### src/rtl/fcs_pkg.sv
package fcs_pkg;
  typedef enum logic [3:0] {
    S_READ, S_UNL1, S_UNL2, S_PGM, S_ERS3, S_ERS4, S_ERS5, S_AUTO, S_BUSY, S_FAIL
  } seqState_t;

  typedef enum logic [1:0] {SEL_ARRAY = 2'd0, SEL_ID = 2'd1, SEL_STATUS = 2'd2} rdSel_t;

  localparam logic [1:0] VPP_VHH = 2'd2;

  localparam logic [7:0] CMD_RESET = 8'hF0;
  localparam logic [7:0] CMD_AUTO  = 8'h90;
  localparam logic [7:0] CMD_PROG  = 8'hA0;
  localparam logic [7:0] CMD_ERASE = 8'h80;
  localparam logic [7:0] CMD_CHIP  = 8'h10;
  localparam logic [7:0] CMD_BLOCK = 8'h30;

  typedef struct packed {
    logic unl1;
    logic unl2;
    logic atKey;
    logic isReset;
    logic isAuto;
    logic isProg;
    logic isErase;
    logic isChip;
    logic isBlock;
  } decode_t;

  typedef struct packed {
    logic   latchOp;
    logic   capRead;
    rdSel_t selNow;
    logic   busyNow;
    logic   failNow;
  } strobe_t;
endpackage

### src/rtl/fcs_dpath.sv
module fcs_dpath
  import fcs_pkg::*;
#(
  parameter int ADDR_W = 20,
  parameter int DATA_W = 16,
  parameter int CMP_W  = 11,
  parameter int BLK_W  = 3,
  parameter logic [CMP_W-1:0] KEY1_ADDR = 11'h555,
  parameter logic [7:0]       KEY1_DATA = 8'hAA,
  parameter logic [CMP_W-1:0] KEY2_ADDR = 11'h2AA,
  parameter logic [7:0]       KEY2_DATA = 8'h55,
  parameter logic [DATA_W-1:0] MFR_ID = 16'h0020,
  parameter logic [DATA_W-1:0] DEV_ID = 16'h88AB
) (
  input  logic              clk,
  input  logic              rstN,
  input  logic [ADDR_W-1:0] busAddr,
  input  logic [DATA_W-1:0] busData,
  input  strobe_t           stb,
  output decode_t           dec,
  output logic [ADDR_W-1:0] opAddr,
  output logic [DATA_W-1:0] opData,
  output logic [BLK_W-1:0]  opBlk,
  output logic [1:0]        rdSel,
  output logic [DATA_W-1:0] rdWord
);
  localparam int CMD_W = 8;

  logic [CMP_W-1:0] keyAddr;
  logic [CMD_W-1:0] cmdByte;
  logic [DATA_W-1:0] idWord, statWord, nextWord;

  assign keyAddr = busAddr[CMP_W-1:0];
  assign cmdByte = busData[CMD_W-1:0];

  always_comb begin
    dec.unl1    = (keyAddr == KEY1_ADDR) && (cmdByte == KEY1_DATA);
    dec.unl2    = (keyAddr == KEY2_ADDR) && (cmdByte == KEY2_DATA);
    dec.atKey   = (keyAddr == KEY1_ADDR);
    dec.isReset = (cmdByte == CMD_RESET);
    dec.isAuto  = (cmdByte == CMD_AUTO);
    dec.isProg  = (cmdByte == CMD_PROG);
    dec.isErase = (cmdByte == CMD_ERASE);
    dec.isChip  = (cmdByte == CMD_CHIP);
    dec.isBlock = (cmdByte == CMD_BLOCK);
  end

  always_comb begin
    idWord = '0;
    if (!busAddr[1]) idWord = busAddr[0] ? DEV_ID : MFR_ID;
    statWord = '0;
    statWord[7] = ~stb.busyNow;
    statWord[5] = stb.failNow;
    case (stb.selNow)
      SEL_ID:     nextWord = idWord;
      SEL_STATUS: nextWord = statWord;
      default:    nextWord = '0;
    endcase
  end

  always_ff @(posedge clk) begin
    if (!rstN) begin
      opAddr <= '0;
      opData <= '0;
      opBlk  <= '0;
      rdSel  <= SEL_ARRAY;
      rdWord <= '0;
    end else begin
      if (stb.latchOp) begin
        opAddr <= busAddr;
        opData <= busData;
        opBlk  <= busAddr[ADDR_W-1 -: BLK_W];
      end
      if (stb.capRead) begin
        rdSel  <= stb.selNow;
        rdWord <= nextWord;
      end
    end
  end
endmodule

### src/rtl/fcs_ctrl.sv
module fcs_ctrl
  import fcs_pkg::*;
(
  input  logic       clk,
  input  logic       rstN,
  input  logic       wrStb,
  input  logic       rdStb,
  input  logic [1:0] vppLvl,
  input  logic       engDone,
  input  logic       engErr,
  input  decode_t    dec,
  output strobe_t    stb,
  output logic       progReq,
  output logic       blkEraseReq,
  output logic       chipEraseReq,
  output logic       rdy
);
  seqState_t state, nextState;
  logic vppOk, startProg, startBlk, startChip;

  assign vppOk = (vppLvl == VPP_VHH);

  always_comb begin
    nextState = state;
    startProg = 1'b0;
    startBlk  = 1'b0;
    startChip = 1'b0;
    case (state)
      S_BUSY: if (engDone) nextState = engErr ? S_FAIL : S_READ;
      S_FAIL: if (wrStb && dec.isReset) nextState = S_READ;
      S_AUTO: if (wrStb && dec.isReset) nextState = S_READ;
      S_READ: if (wrStb && dec.unl1) nextState = S_UNL1;
      S_UNL1: if (wrStb) nextState = (!dec.isReset && dec.unl2) ? S_UNL2 : S_READ;
      S_UNL2: if (wrStb) begin
        nextState = S_READ;
        if (dec.atKey && dec.isAuto)  nextState = S_AUTO;
        if (dec.atKey && dec.isProg)  nextState = S_PGM;
        if (dec.atKey && dec.isErase) nextState = S_ERS3;
      end
      S_PGM: if (wrStb) begin
        startProg = vppOk;
        nextState = vppOk ? S_BUSY : S_READ;
      end
      S_ERS3: if (wrStb) nextState = (!dec.isReset && dec.unl1) ? S_ERS4 : S_READ;
      S_ERS4: if (wrStb) nextState = (!dec.isReset && dec.unl2) ? S_ERS5 : S_READ;
      S_ERS5: if (wrStb) begin
        startChip = vppOk && dec.atKey && dec.isChip;
        startBlk  = vppOk && dec.isBlock;
        nextState = (startChip || startBlk) ? S_BUSY : S_READ;
      end
      default: nextState = S_READ;
    endcase
  end

  always_ff @(posedge clk) begin
    if (!rstN) begin
      state        <= S_READ;
      progReq      <= 1'b0;
      blkEraseReq  <= 1'b0;
      chipEraseReq <= 1'b0;
    end else begin
      state        <= nextState;
      progReq      <= startProg;
      blkEraseReq  <= startBlk;
      chipEraseReq <= startChip;
    end
  end

  always_comb begin
    stb.latchOp = startProg || startBlk || startChip;
    stb.capRead = rdStb;
    stb.busyNow = (state == S_BUSY);
    stb.failNow = (state == S_FAIL);
    case (state)
      S_AUTO:         stb.selNow = SEL_ID;
      S_BUSY, S_FAIL: stb.selNow = SEL_STATUS;
      default:        stb.selNow = SEL_ARRAY;
    endcase
  end

  assign rdy = (state != S_BUSY);
endmodule

### src/rtl/flash_cmd_seq.sv
module flash_cmd_seq
  import fcs_pkg::*;
#(
  parameter int ADDR_W = 20,
  parameter int DATA_W = 16,
  parameter int BLK_W  = 3
) (
  input  logic              clk,
  input  logic              rstN,
  input  logic              wrStb,
  input  logic              rdStb,
  input  logic [ADDR_W-1:0] busAddr,
  input  logic [DATA_W-1:0] busData,
  input  logic [1:0]        vppLvl,
  input  logic              engDone,
  input  logic              engErr,
  output logic              progReq,
  output logic              blkEraseReq,
  output logic              chipEraseReq,
  output logic [ADDR_W-1:0] opAddr,
  output logic [DATA_W-1:0] opData,
  output logic [BLK_W-1:0]  opBlk,
  output logic              rdy,
  output logic [1:0]        rdSel,
  output logic [DATA_W-1:0] rdWord
);
  decode_t dec;
  strobe_t stb;

  fcs_ctrl u_ctrl (
    .clk(clk), .rstN(rstN), .wrStb(wrStb), .rdStb(rdStb), .vppLvl(vppLvl),
    .engDone(engDone), .engErr(engErr), .dec(dec), .stb(stb),
    .progReq(progReq), .blkEraseReq(blkEraseReq), .chipEraseReq(chipEraseReq), .rdy(rdy)
  );

  fcs_dpath #(.ADDR_W(ADDR_W), .DATA_W(DATA_W), .BLK_W(BLK_W)) u_dpath (
    .clk(clk), .rstN(rstN), .busAddr(busAddr), .busData(busData), .stb(stb), .dec(dec),
    .opAddr(opAddr), .opData(opData), .opBlk(opBlk), .rdSel(rdSel), .rdWord(rdWord)
  );
endmodule

### config.mk
export PLATFORM = sky130hd
export DESIGN_NAME = flash_cmd_seq
export DESIGN_NICKNAME = d
export VERILOG_FILES = /design/src/rtl/fcs_pkg.sv /design/src/rtl/fcs_dpath.sv /design/src/rtl/fcs_ctrl.sv /design/src/rtl/flash_cmd_seq.sv
export SDC_FILE = /design/constraint.sdc
export NUM_CORES = 1
export LEC_CHECK = 0
export BUFFER_PORTS_ARGS = -buffer_cell sky130_fd_sc_hd__buf_4
export CAP_MARGIN = 20
export CELL_PAD_IN_SITES_DETAIL_PLACEMENT = 1
export CELL_PAD_IN_SITES_GLOBAL_PLACEMENT = 1
export CORE_MARGIN = 1.5
export CORE_UTILIZATION = 34
export DETAILED_ROUTE_END_ITERATION = 10
export MAX_ROUTING_LAYER = met4
export PLACE_DENSITY_LB_ADDON = 0.05
export SKIP_CTS_REPAIR_TIMING = 1
export SYNTH_ARGS = -nofsm -noshare
export SYNTH_HDL_FRONTEND = slang
export SYNTH_SLANG_ARGS = --single-unit
### constraint.sdc
create_clock -name clk -period 2.3 [get_ports clk]
set_input_delay 0.23 -clock clk [delete_from_list [all_inputs] [get_ports clk]]
set_output_delay 0.23 -clock clk [all_outputs]
set_load 0.03 [all_outputs]
; ---- Yosys cells after proc, flatten, opt, wreduce, memory -nomap -nowiden
; Index checks and enable logic that the tools add are counted.
[totals]
ff_bits = 64
in_bits = 44
output_inout_bits = 61
elab_cells = 91
[op_classes]
n_eq_ne = 32
n_mux = 29
bitwise_logic = 1
reduce_logical = 20
[ops]
columns = op, n
row1 = 4-bit 2-to-1 mux, 12
row2 = "8-bit equality test, second input constant", 5
row3 = 4-bit one-hot mux with 9 select lines, 1
row4 = 16-bit 2-to-1 mux, 2
row5 = 16-bit one-hot mux with 2 select lines, 1
row6 = "4-bit by 3-bit equality test with 1-bit output, second input constant", 4
row7 = 3-bit 2-to-1 mux, 5
row8 = "2-bit inequality test, second input constant", 7
row9 = 1-bit logical AND, 12
row10 = "11-bit by 10-bit equality test with 1-bit output, second input constant", 1
row11 = "11-bit equality test, second input constant", 1
row12 = 9-bit AND reduction, 1
row13 = "4-bit by 2-bit equality test with 1-bit output, second input constant", 2
row14 = "4-bit equality test, second input constant", 2
row15 = "8-bit by 5-bit equality test with 1-bit output, second input constant", 1
row16 = "8-bit by 6-bit equality test with 1-bit output, second input constant", 1
row17 = "8-bit by 7-bit equality test with 1-bit output, second input constant", 1
row18 = 1-bit 2-to-1 mux, 6
row19 = "2-bit equality test, second input constant", 2
row20 = "4-bit by 1-bit equality test with 1-bit output, second input constant", 1
row21 = 4-bit logical NOT, 1
row22 = "2-bit by 1-bit inequality test with 1-bit output, second input constant", 2
row23 = "4-bit inequality test, second input constant", 1
row24 = 2-bit one-hot mux with 2 select lines, 1
row25 = other kinds (6), 9

; ---- Logic depth before layout (Yosys ltp)
[logic_depth]
ltp_word = 7
ltp_mapped = 8
mapped_depth_nobuf = 7

; ---- Cells and area by module
; From an unflattened synthesis, not the netlist that was laid out.
[unflattened]
cells_unflattened = 261
hier_area_um2 = 2382.3
[by_module_without_submodules]
columns = mod, n_inst, cells_per_inst, area_each_um2, seq_area_each_um2
row1 = fcs_dpath, 1, 187, 1795.5, 820.8
row2 = fcs_ctrl, 1, 74, 586.8, 140.1

; ---- Worst setup path after synthesis
; OpenSTA, ideal clock, no wires.
[synth_path]
kind = input-to-reg
from = input busAddr[1]
to = register u_dpath.opAddr[0]
setup_time_ns = 0.072
t_arrival_ns = 1.842
required_time_ns = 2.228
slack_ns = 0.387
cell_stages = 8
path_buffers = 3
cell_sequence = nand4b_1 > or4_4 > buf_6 > a21o_1 > a21boi_2 > buf_6 > buf_12 > mux2i_1
[synth_between]
elab_chain_len = 6
[synth_lines]
columns = item, line_no
row1 = start: declaration, flash_cmd_seq.sv:12  ; input logic [ADDR_W-1:0] busAddr,
row2 = 11-bit equality test, fcs_dpath.sv:39  ; dec.atKey = (keyAddr == KEY1_ADDR);
row3 = 1-bit logical AND (2 in a row), fcs_ctrl.sv:47  ; startChip = vppOk && dec.atKey && dec.isChip;
row4 = 1-bit 2-to-1 mux, fcs_ctrl.sv:46  ; S_ERS5: if (wrStb) begin
row5 = 1-bit 2-to-1 mux, fcs_ctrl.sv:28  ; case (state)
row6 = 1-bit logical OR, fcs_ctrl.sv:70  ; stb.latchOp = startProg || startBlk || startChip;
row7 = end signal: assignment, fcs_dpath.sv:70  ; opAddr <= busAddr;
row8 = end: declaration, fcs_dpath.sv:21  ; output logic [ADDR_W-1:0] opAddr,
; No other way between the ends.
; A chain may end at the register's enable or synchronous reset.

; ---- Worst setup path in the final report
[layout_path]
from = register u_ctrl.state[3]
to = register u_dpath.opAddr[2]
[layout_between]
elab_chain_len = 4
elab_cells_between_ends = 7
cone_classes = eq/ne: 2 / mux: 3 / reduce/logical: 2
[layout_lines]
columns = item, line_no
row1 = start: declaration, fcs_ctrl.sv:18  ; seqState_t state, nextState;
row2 = start signal: assignment, fcs_ctrl.sv:62  ; state <= nextState;
row3 = 4-bit by 2-bit equality test with 1-bit output / 4-bit by 3-bit equality test with 1-bit output (equally long branches), fcs_ctrl.sv:28
row4 = 1-bit 2-to-1 mux, fcs_ctrl.sv:28
row5 = 1-bit logical OR, fcs_ctrl.sv:70
row6 = 1-bit logical OR *, fcs_ctrl.sv:70
; Every way passes the cells marked *; elsewhere a longest branch is shown, timed or not.

==> metrics.cfg <==
[status]
status = finished, final reports clean

[sta]
fin_setup_tns_ns = 0
slew_headroom = 0.656
clock.fmax_mhz = 480
finalSetupViolations = 0
rsz0062_at_grt = no
slew_viol_final = 0
hold_violations = 0
timing.final.crit_share = 0.906
finClkSkew_ns = 0.00420
worst-slew-pin-transition_ns = 0.511
finalCriticalPeriod_ns = 2.08

[critical_path]
cp-end-kind = register
worstSetupStartpointType = register
worstPathArrival_ns = 2.31
critPathKind = register to register
critical_path_required_ns = 2.53
crit_fanout = 35

[cells_and_area]
fin_nets = 420
drive_above_1_share = 0.307
n_antenna_cell = 0
post-route-util = 0.458
nFillCells = 895
area_growth_pct = 31.6

[power]
combinationalPowerShare = 0.102
ir_drop_mv = 0.216
powerDensity_nw_per_um2 = 459
p_int_mw = 1.15
switching_share = 0.244
p_switching_uw = 371
p_clk_frac = 0.350
pwr-share-seq = 0.547
leakagePower_nw = 1.39

[floorplan]
die_h_um = 89.0
die-area_sq_um = 7910
rows = 31
start_util = 0.348
die_w_um = 89.0
io_pins = 105
coreArea_sq_um = 7210

[cts]
cts_buffers = 5
clock-root-buffer = clkbuf_8
htreeDepth = 2
cts_tree = built
cts_num_sinks = 48
clk_pin_slew_ns = 0.09
clock_path_buffers = 2
insertion_delay_ns = 0.30

[placed_design]
gp_congestion = 0.902
port_buffers = 95
hpwl_um = 5040

[synth]
syn_area_sq_um = 2510
synth_edf_count = 0
syn_inst = 290
synthFlopType = dfxtp_1
post-synth-top-count-cell = nand2_1
syn_avg_cell_area_sq_um = 8.66
synthArstFlopShare = 0
synthTopCellsByArea = dfxtp_1, mux2i_1, nand2_1
yosys_warnings = 0
yosysTopAreaCell = dfxtp_1
synth.ff_latch_count = 48
netlist.area_leader.share = 0.382
ys_types = 43
ys_seq_area_frac = 0.382
yosys-top-cells-count = nand2_1, dfxtp_1, mux2i_1, buf_4, clkbuf_1

[worst_hold_path]
hold_path.class = input pin to register

[routing]
drc = 0
antenna_left = 0
viasPerCell = 4.80
drt_iter0_markers = 63
first_pass_iters = 4
wl_per_cell_um = 13.9
wl_um = 6600
dr_total_vias = 2270

[global_routing]
antenna_found_initial = 0
grt_max_degree = 44
grt_usage = 0.180
grt_pass1_wl_um = 10800
grt_pass1_vias = 2302
grt.overflow.total = 0

[job]
cap_violations = 0

==> worst max-delay path: stages (launching register included) <==
cell and delay (ns):
dfxtp_1 0.39, nor4bb_2 0.33, buf_4 0.17, nand4_1 0.17
a21o_1 0.27, a21boi_4 0.18, buf_12 0.27, mux2i_1 0.22
==> cell usage in the layout, fill, tap and decap left out, types with 2 or more instances in the layout <==
| master | synthesis | layout |
|---|---|---|
| nor4_1 | 3 | 3 |
| a31oi_1 | 2 | 2 |
| inv_1 | 3 | 3 |
| o21ai_0 | 3 | 3 |
| conb_1 | 1 | 9 |
| nor4b_1 | 5 | 5 |
| nor3_1 | 6 | 6 |
| nand4_1 | 5 | 5 |
| nand2_1 | 78 | 78 |
| buf_4 | 16 | 102 |
| nand4bb_1 | 2 | 2 |
| clkbuf_8 | 0 | 6 |
| o21ai_1 | 2 | 2 |
| nor2_1 | 7 | 7 |
| nand3_1 | 5 | 5 |
| mux2i_1 | 37 | 37 |
| or2_1 | 2 | 2 |
| nor2b_1 | 9 | 9 |
| dfxtp_1 | 48 | 48 |
| a21boi_1 | 5 | 5 |
| ha_1 | 3 | 3 |
| nand4b_1 | 3 | 3 |
| o2bb2ai_1 | 3 | 3 |
| nor4bb_1 | 3 | 2 |
| nand2b_1 | 4 | 4 |
==> kinds of logic after synthesis <==
logic type                 synth area share
buffers and inverters                 0.108
other                               0.00149
and+or+nand+nor                       0.275
adders and majority gates            0.0149
AOI/OAI and AO/OA                    0.0672
xor gates and xnor gates            0.00349
muxes                                 0.147
DFF                                   0.382
==> per-layer routing <==
metal	global-route usage	vias up	routed length, um
li1	-	1130	-
met2	0.287	59	3140
met1	0.233	1075	3030
met3	0.0452	6	380
met5	-	-	0
met4	0.0378	0	46
==> cell type report <==
cell class	count	area, sq um	share of cell area
clock buffers	6	82.6	0.0250
clock inverters	2	13.8	0.00416
inverters	4	15.0	0.00454
multi-input cells	211	1330	0.401
flip-flops and latches	48	961	0.291
well taps	99	124	0.0375
repair buffers	103	786	0.238
==> registers in the layout, summed over array words and instances (netlist names) <==
| signal | cells |
|---|---|
| u_ctrl.progReq | 1 |
| u_ctrl.chipEraseReq | 1 |
| u_ctrl.state | 4 |
| u_dpath.opBlk | 2 |
| u_dpath.opAddr | 18 |
| u_dpath.rdWord | 3 |
| u_dpath.rdSel | 2 |
| u_ctrl.blkEraseReq | 1 |
| u_dpath.opData | 16 |
==> power by group through the flow <==
stage | registers (mW) | clock network [mW] | logic (mW)
after CTS | 0.832 | 0.557 | 0.157
after floorplan | 0.853 | 0 | 0.0816
final | 0.831 | 0.532 | 0.155
after detailed placement | 0.851 | 0 | 0.156
after global routing | 0.832 | 0.583 | 0.171
after global placement | 0.851 | 0 | 0.154
==> through the flow <==
stage / setup slack [ns] / hold slack [ns] / cell area [sq um] / total power [mW] / instances
after global routing: 0.0311 / 0.172 / 3310 / 1.59 / 473
final: 0.217 / 0.165 / 3310 / 1.52 / 473
after detailed placement: 0.148 / 0.452 / 3200 / 1.01 / 465
after floorplan: 0.387 / 0.359 / 2540 / 0.934 / 298
after global placement: 0.169 / 0.443 / 3200 / 1.00 / 465
after CTS: 0.166 / 0.156 / 3300 / 1.54 / 473
==> path summary, 6_finish.rpt <==
| path | from | to | slack [ns] | cells past startpoint |
|---|---|---|---|---|
| worst max-delay path | u_ctrl.state[3]$_SDFFE_PN0P_ | u_dpath.opAddr[2]$_SDFFE_PN0P_ | 0.22 | 7 |
| worst min-delay path | busData[5] | u_ctrl.chipEraseReq$_SDFF_PN0_ | 0.16 | 2 |
| worst max register to register | u_ctrl.state[3]$_SDFFE_PN0P_ | u_dpath.opAddr[2]$_SDFFE_PN0P_ | 0.22 | 7 |
| worst min register to register | u_dpath.opData[3]$_SDFFE_PN0P_ | u_dpath.opData[3]$_SDFFE_PN0P_ | 0.46 | 2 |
Note: power is estimated with default switching activity, not from simulation.
